### src/rtl/bus_bp_pkg.sv
`timescale 1ns/1ps
package bus_bp_pkg;
  typedef enum logic [1:0] {
    MODE_OFF  = 2'd0,
    MODE_STEP = 2'd1,
    MODE_TRAP = 2'd2,
    MODE_BERR = 2'd3
  } bpMode_e;

  typedef enum logic [2:0] {
    ST_IDLE,
    ST_WAIT,
    ST_ACK,
    ST_BERR,
    ST_DONE
  } busSt_e;

  // strobes from control to datapath
  typedef struct packed {
    logic latchSel;     // register memory selects for this cycle
    logic latchInject;  // deselect memories, drive opcode
    logic dropSel;      // end of cycle: release selects and data
  } dpStrobe_t;
endpackage

### src/rtl/bus_bp_dp.sv
`timescale 1ns/1ps
module bus_bp_dp
  import bus_bp_pkg::*;
#(
  parameter int AW = 24,
  parameter int DW = 16,
  parameter int ROM_NIB = 4,
  parameter logic [DW-1:0] TRAP_OPCODE = 16'h4AFC
) (
  input  logic          clk,
  input  logic          rstN,
  input  logic [AW-1:0] busAddr,
  input  logic [1:0]    fcLow,
  input  logic          bpLoad,
  input  logic [AW-1:0] bpAddrIn,
  input  logic          overlayOn,
  input  dpStrobe_t     strobe,
  output logic          fetchHit,
  output logic          romRegion,
  output logic          ramSel,
  output logic          romSel,
  output logic          dataDrive,
  output logic [DW-1:0] dataOut
);
  localparam int NIBW = 4;

  logic [AW-1:0]   bpReg;
  logic [NIBW-1:0] topNib;
  logic            wantRom;
  logic            wantRam;
  logic            ramQ, romQ, driveQ;

  assign topNib    = busAddr[AW-1 -: NIBW];
  assign romRegion = (topNib == NIBW'(ROM_NIB));
  assign wantRom   = romRegion || (overlayOn && topNib == '0);
  assign wantRam   = !wantRom && (topNib < NIBW'(ROM_NIB));
  assign fetchHit  = (busAddr == bpReg) && fcLow[1] && !fcLow[0];

  always_ff @(posedge clk) begin
    if (!rstN) begin
      bpReg <= '0;
    end else if (bpLoad) begin
      bpReg <= bpAddrIn;
    end
  end

  always_ff @(posedge clk) begin
    if (!rstN) begin
      ramQ   <= 1'b0;
      romQ   <= 1'b0;
      driveQ <= 1'b0;
    end else if (strobe.dropSel) begin
      ramQ   <= 1'b0;
      romQ   <= 1'b0;
      driveQ <= 1'b0;
    end else if (strobe.latchInject) begin
      ramQ   <= 1'b0;
      romQ   <= 1'b0;
      driveQ <= 1'b1;
    end else if (strobe.latchSel) begin
      ramQ   <= wantRam;
      romQ   <= wantRom;
      driveQ <= 1'b0;
    end
  end

  assign ramSel    = ramQ;
  assign romSel    = romQ;
  assign dataDrive = driveQ;
  assign dataOut   = driveQ ? TRAP_OPCODE : '0;
endmodule

### src/rtl/bus_bp_ctl.sv
`timescale 1ns/1ps
module bus_bp_ctl
  import bus_bp_pkg::*;
#(
  parameter int AW = 24,
  parameter int TRAP_VEC = 4,
  parameter int BERR_VEC = 2
) (
  input  logic          clk,
  input  logic          rstN,
  input  logic          busReq,
  input  logic          busWrite,
  input  logic [2:0]    funcCode,
  input  logic [AW-1:0] busAddr,
  input  logic          fetchHit,
  input  logic          romRegion,
  input  logic [1:0]    bpMode,
  input  logic          stepPress,
  input  logic          clearDbg,
  output dpStrobe_t     strobe,
  output logic          cycleAck,
  output logic          busErr,
  output logic          matchPending,
  output logic          hitConfirmed,
  output logic          stepHold,
  output logic          overlayOn,
  output logic          romBank,
  output logic [1:0]    activeMode
);
  localparam int TRAP_VEC_ADDR = TRAP_VEC * 4;
  localparam int BERR_VEC_ADDR = BERR_VEC * 4;
  localparam logic [2:0] FC_SUP_DATA = 3'b101;

  busSt_e      st, stNxt;
  logic        pendQ, confQ, holdQ, ovlQ, bankQ;
  logic [1:0]  modeQ;
  logic        armedHit;
  logic        vecRead;
  logic [AW-1:0] vecAddr;

  assign armedHit = fetchHit && (bpMode != MODE_OFF) && !holdQ;
  assign vecAddr  = (modeQ == MODE_BERR) ? AW'(BERR_VEC_ADDR) : AW'(TRAP_VEC_ADDR);
  assign vecRead  = (funcCode == FC_SUP_DATA) && !busWrite && (busAddr == vecAddr);

  always_comb begin
    stNxt  = st;
    strobe = '0;
    case (st)
      ST_IDLE: if (busReq) begin
        if (holdQ || (armedHit && bpMode == MODE_STEP)) begin
          stNxt = ST_WAIT;
          strobe.latchSel = 1'b1;
        end else if (armedHit && bpMode == MODE_TRAP) begin
          stNxt = ST_ACK;
          strobe.latchInject = 1'b1;
        end else if (armedHit && bpMode == MODE_BERR) begin
          stNxt = ST_BERR;
        end else begin
          stNxt = ST_ACK;
          strobe.latchSel = 1'b1;
        end
      end
      ST_WAIT: if (clearDbg || stepPress) stNxt = ST_ACK;
      ST_ACK: begin
        stNxt = ST_DONE;
        strobe.dropSel = 1'b1;
      end
      ST_BERR: begin
        stNxt = ST_DONE;
        strobe.dropSel = 1'b1;
      end
      ST_DONE: if (!busReq) stNxt = ST_IDLE;
      default: stNxt = ST_IDLE;
    endcase
  end

  always_ff @(posedge clk) begin
    if (!rstN) st <= ST_IDLE;
    else       st <= stNxt;
  end

  always_ff @(posedge clk) begin
    if (!rstN) begin
      pendQ <= 1'b0;
      confQ <= 1'b0;
      holdQ <= 1'b0;
      ovlQ  <= 1'b1;
      bankQ <= 1'b0;
      modeQ <= MODE_OFF;
    end else if (clearDbg) begin
      pendQ <= 1'b0;
      confQ <= 1'b0;
      holdQ <= 1'b0;
      ovlQ  <= 1'b0;
      bankQ <= 1'b0;
      modeQ <= MODE_OFF;
    end else if (st == ST_IDLE && busReq) begin
      if (romRegion) begin
        ovlQ  <= 1'b0;
        bankQ <= 1'b0;
      end
      if (pendQ && vecRead) begin
        confQ <= 1'b1;
        pendQ <= 1'b0;
      end
      if (armedHit) begin
        pendQ <= 1'b1;
        confQ <= 1'b0;
        modeQ <= bpMode;
        if (bpMode == MODE_STEP) begin
          holdQ <= 1'b1;
        end else begin
          ovlQ  <= 1'b1;
          bankQ <= 1'b1;
        end
      end
    end
  end

  assign cycleAck     = (st == ST_ACK);
  assign busErr       = (st == ST_BERR);
  assign matchPending = pendQ;
  assign hitConfirmed = confQ;
  assign stepHold     = holdQ;
  assign overlayOn    = ovlQ;
  assign romBank      = bankQ;
  assign activeMode   = modeQ;
endmodule

### src/rtl/bus_bp_ctrl.sv
`timescale 1ns/1ps
module bus_bp_ctrl
  import bus_bp_pkg::*;
#(
  parameter int AW = 24,
  parameter int DW = 16,
  parameter int ROM_NIB = 4,
  parameter int TRAP_VEC = 4,
  parameter int BERR_VEC = 2,
  parameter logic [DW-1:0] TRAP_OPCODE = 16'h4AFC
) (
  input  logic          clk,
  input  logic          rstN,
  input  logic          busReq,
  input  logic          busWrite,
  input  logic [AW-1:0] busAddr,
  input  logic [2:0]    funcCode,
  input  logic          bpLoad,
  input  logic [AW-1:0] bpAddrIn,
  input  logic [1:0]    bpMode,
  input  logic          stepPress,
  input  logic          clearDbg,
  output logic          cycleAck,
  output logic          busErr,
  output logic          ramSel,
  output logic          romSel,
  output logic          romBank,
  output logic          dataDrive,
  output logic [DW-1:0] dataOut,
  output logic          matchPending,
  output logic          hitConfirmed,
  output logic          stepHold,
  output logic          overlayOn,
  output logic [1:0]    activeMode
);
  dpStrobe_t strobe;
  logic      fetchHit;
  logic      romRegion;

  bus_bp_dp #(
    .AW(AW), .DW(DW), .ROM_NIB(ROM_NIB), .TRAP_OPCODE(TRAP_OPCODE)
  ) u_dp (
    .clk(clk), .rstN(rstN), .busAddr(busAddr), .fcLow(funcCode[1:0]),
    .bpLoad(bpLoad), .bpAddrIn(bpAddrIn), .overlayOn(overlayOn),
    .strobe(strobe), .fetchHit(fetchHit), .romRegion(romRegion),
    .ramSel(ramSel), .romSel(romSel), .dataDrive(dataDrive), .dataOut(dataOut)
  );

  bus_bp_ctl #(
    .AW(AW), .TRAP_VEC(TRAP_VEC), .BERR_VEC(BERR_VEC)
  ) u_ctl (
    .clk(clk), .rstN(rstN), .busReq(busReq), .busWrite(busWrite),
    .funcCode(funcCode), .busAddr(busAddr), .fetchHit(fetchHit),
    .romRegion(romRegion), .bpMode(bpMode), .stepPress(stepPress),
    .clearDbg(clearDbg), .strobe(strobe), .cycleAck(cycleAck),
    .busErr(busErr), .matchPending(matchPending), .hitConfirmed(hitConfirmed),
    .stepHold(stepHold), .overlayOn(overlayOn), .romBank(romBank),
    .activeMode(activeMode)
  );
endmodule

### config.mk
export PLATFORM = sky130hd
export DESIGN_NAME = bus_bp_ctrl
export DESIGN_NICKNAME = d
export VERILOG_FILES = /design/src/rtl/bus_bp_pkg.sv /design/src/rtl/bus_bp_dp.sv /design/src/rtl/bus_bp_ctl.sv /design/src/rtl/bus_bp_ctrl.sv
export SDC_FILE = /design/constraint.sdc
export NUM_CORES = 1
export LEC_CHECK = 0
export ABC_AREA = 1
export BUFFER_PORTS_ARGS = -buffer_cell sky130_fd_sc_hd__clkbuf_2
export CAP_MARGIN = 20
export CORE_AREA = 3 3 69 71
export CTS_BUF_LIST = sky130_fd_sc_hd__clkbuf_8
export DETAILED_ROUTE_END_ITERATION = 12
export DIE_AREA = 0 0 72 74
export HOLD_SLACK_MARGIN = 0.1
export PLACE_DENSITY_LB_ADDON = 0.15
export SLEW_MARGIN = 20
export SYNTH_ARGS = -nofsm -noshare
export SYNTH_HDL_FRONTEND = slang
export SYNTH_SLANG_ARGS = --single-unit
### constraint.sdc
create_clock -name clk -period 2.1 [get_ports clk]
set_input_delay 0.21 -clock clk [delete_from_list [all_inputs] [get_ports clk]]
set_output_delay 0.21 -clock clk [all_outputs]
set_load 0.01 [all_outputs]
==> impl_metrics.tcl <==
set metrics [dict create \
    outcome "finished, final reports clean" \
    ys_types 25 \
    hold_path_depth 3 \
    crit_path_end_kind "register" \
    cts_resized 0 \
    core_sq_um 4294 \
    grt_util_all_layers_pct 23.13 \
    crit_fanout 4 \
    netlist_area_sq_um 2290 \
    path_cells "inv_1, nand2_1, nand2_1, inv_1, nand2_1, nor2_2, nand2_1, nor2_2, nand3_2, nand2_2, nand2_1, nand2_1, nor2_1" \
    die_area_sq_um 5328 \
    clk_latency_ns 0.29 \
    fp-row-count 24 \
    pwr-share-seq_pct 43.5 \
    min_period_ns 1.515 \
    ys_ff_latch 37 \
    fillers 445 \
    rr_worst_depth 13 \
    power_density_nw_per_um2 642.6 \
    firstDrtPassIters 4 \
    die_x_um 72 \
    initial_core_util_pct 53.32 \
    antenna_left 0 \
    drt_wl_total_um 5913 \
    power_uw 1773 \
    cts.reportedPaths.clkPinSlew_ns 0.07 \
    syn-instance-count 377 \
    drc 0 \
    drv_cap 0 \
    num_antenna_cells 0 \
    critical_path.max_stage_delay_ns 0.34 \
    vias_per_cell 4.946 \
    worstHoldEndpoint "u_dp.bpReg[6]$_SDFFE_PN0P_" \
    worst_setup_path_start_kind "register" \
    timing.final.crit_share_pct 72.14 \
    cpMostUsedCell "nand2_1" \
    ios 88 \
    cts.sinks 37 \
    min-delay-start "bpAddrIn[6]" \
    setup_tns_ns 0 \
    fp.dieH_um 74 \
    root_buffer "clkbuf_8" \
    fin_hold_ws_ns 0.1398 \
    grt_pass1_wl_um 9666 \
    ys_seq_area_share_pct 32.35 \
    reg2reg_from "u_dp.bpReg[21]$_SDFFE_PN0P_" \
    largest_reg_flops 24 \
    drive_gt1_share_pct 22.22 \
    cts_setup_buffers 0 \
    numCtsBuffers 5 \
    cts_hold_buf 0 \
    h-tree-depth 2 \
    critPathKind "reg -> reg" \
    hp-class "in -> reg" \
    dpl-instance-area_sq_um 2643 \
    nets 509 \
    cellLeakagePower_uw 0.001464 \
    critPathSlowestCell "dfxtp_1" \
    rsz0062_at_grt "false" \
    grt_max_degree 43 \
    antenna_found_initial 0 \
    clockBufferDepth 2 \
    crit_arrival_ns 1.70 \
    wl_per_cell_um 11.78 \
    yosysWarnings 0 \
    dpl.cell_count 494 \
    grt_pass1_vias 2192 \
    vias 2483 \
    switching_share_pct 28.24 \
    hpwl_um 4798 \
    intPower_uw 1272 \
    combPwrFrac_pct 20.7 \
    hold_viol 0 \
    drt_iter0_drc 157 \
    globalplace.congestion 0.9052 \
    syn-mean-instance-area_sq_um 6.073 \
    clkPwrFrac_pct 35.8 \
    ir_worst_vdd_uv 424.3 \
    port_buffers 80 \
    design_area_sq_um 2759 \
    top_register "u_dp.bpReg" \
    netSwitchingPower_uw 500.6 \
    fin_skew_ns 0.005157 \
    max_freq_mhz 660.1 \
    setup_viol 0 \
    cts_tree "yes" \
    area_growth_pct 20.49 \
    r2r_slack_ns 0.59 \
    worstPathRequired_ns 2.29 \
    r2r-end "u_dp.ramSel$_SDFFE_PP0P_" \
    maxSlewViolCount 0 \
    overflow 0 \
    fin_cells 502 \
]
[cell families (layout without fill, tap and decap cells)]
| group | count (synthesis) | after routing | share of synthesized area, % |
|---|---|---|---|
| DFF | 37 | 37 | 32.35 |
| buffers and inverters | 87 | 154 | 17.21 |
| and+or+nand+nor | 178 | 178 | 32.79 |
| AOI/OAI and AO/OA | 69 | 69 | 15.57 |
| xor gates and xnor gates | 5 | 5 | 1.912 |
| other | 1 | 7 | 0.1638 |
[through the flow]
| step | setup WS [ns] | util [%] |
|---|---|---|
| 6_report | 0.5850 | 64.25 |
| 3_3_place_gp | 0.6635 | 61.54 |
| 4_1_cts | 0.5802 | 64.25 |
| 2_1_floorplan | 0.8439 | - |
| 3_5_place_dp | 0.6208 | 61.54 |
| 5_1_grt | 0.3825 | 64.25 |
[layout make-up]
class	instances	area, sq um	share of cell area [%]
Tap cell	52	65.06	2.358
Timing Repair Buffer	83	422.9	15.33
Clock inverter	2	33.78	1.224
Multi-Input combinational cell	259	1177	42.68
Inverter	63	236.5	8.571
Clock buffer	6	82.58	2.993
Sequential cell	37	740.7	26.85
[power groups by stage]
stage	combinational, uW	clock [uW]	sequential (uW)
finish	367	634	772
global route	421	672	777
CTS	366	639	772
detailed placement	361	0	788
global placement	356	0	786
floorplan	241	0	785
[Yosys cell counts]
master,count,area (sq um)
nand4_1,5,31.28
nor3_1,1,5.000
nand3_1,18,90.09
nor2_4,1,11.26
inv_1,62,232.7
conb_1,1,3.750
a21oi_1,31,155.2
nand2_2,2,12.51
buf_6,1,11.26
nand3_2,1,10.01
nand2_1,99,371.6
buf_4,16,120.1
clkbuf_1,7,26.28
nor4_1,4,25.02
a21oi_2,1,8.760
nor2_2,2,12.51
o21ai_0,34,170.2
xnor2_1,5,43.79
nand3b_1,2,15.01
nor2_1,41,153.9
dfxtp_1,37,740.7
o211ai_1,2,15.01
or2_2,2,12.51
inv_2,1,3.750
a211oi_1,1,7.510
[critical path: cells and delay by family (launching register included)]
family                 cells  cell delay (ns)
DFF                        1             0.34
and+or+nand+nor           11             0.96
buffers and inverters      2             0.11
[how the worst max path moves through the flow]
| stage | from | to | cells after the start |
|---|---|---|---|
| after floorplan | u_ctl.stepHold$_SDFFE_PP0P_ | u_dp.ramSel$_SDFFE_PP0P_ | 10 |
| after global placement | busAddr[19] | u_dp.ramSel$_SDFFE_PP0P_ | 14 |
| after detailed placement | busAddr[19] | u_dp.ramSel$_SDFFE_PP0P_ | 14 |
| after CTS | u_dp.bpReg[21]$_SDFFE_PN0P_ | u_dp.ramSel$_SDFFE_PP0P_ | 13 |
| after global routing | u_dp.bpReg[11]$_SDFFE_PN0P_ | u_dp.romSel$_SDFFE_PP0P_ | 11 |
| final | u_dp.bpReg[21]$_SDFFE_PN0P_ | u_dp.ramSel$_SDFFE_PP0P_ | 13 |
[per-layer routing]
metal  GRT usage [%]  vias up  share of wire, %
met2           36.43       95                44
met3           5.135        9               7.5
met4           8.142        0               1.5
li1                -     1301                 -
met1           31.44     1078                47
met5               0        -                 0
[cells in the final DEF (no fill, tap or decap)]
| cell type | instances |
|---|---|
| nand2_1 | 99 |
| clkbuf_2 | 80 |
| inv_1 | 63 |
| nor2_1 | 41 |
| dfxtp_1 | 37 |
| o21ai_0 | 34 |
| a21oi_1 | 31 |
| nand3_1 | 18 |
| conb_1 | 7 |
| clkbuf_8 | 6 |
| xnor2_1 | 5 |
| nand4_1 | 5 |
| nor4_1 | 4 |
| buf_4 | 3 |
| nor2_2 | 2 |
| nand3b_1 | 2 |
| nand2_2 | 2 |
| o211ai_1 | 2 |
| or2_2 | 2 |
| nor2_4 | 1 |
| inv_2 | 1 |
| nand3_2 | 1 |
| a21oi_2 | 1 |
| nor3_1 | 1 |
| a211oi_1 | 1 |
| bufinv_16 | 1 |
(Power assumes the default switching activity.)
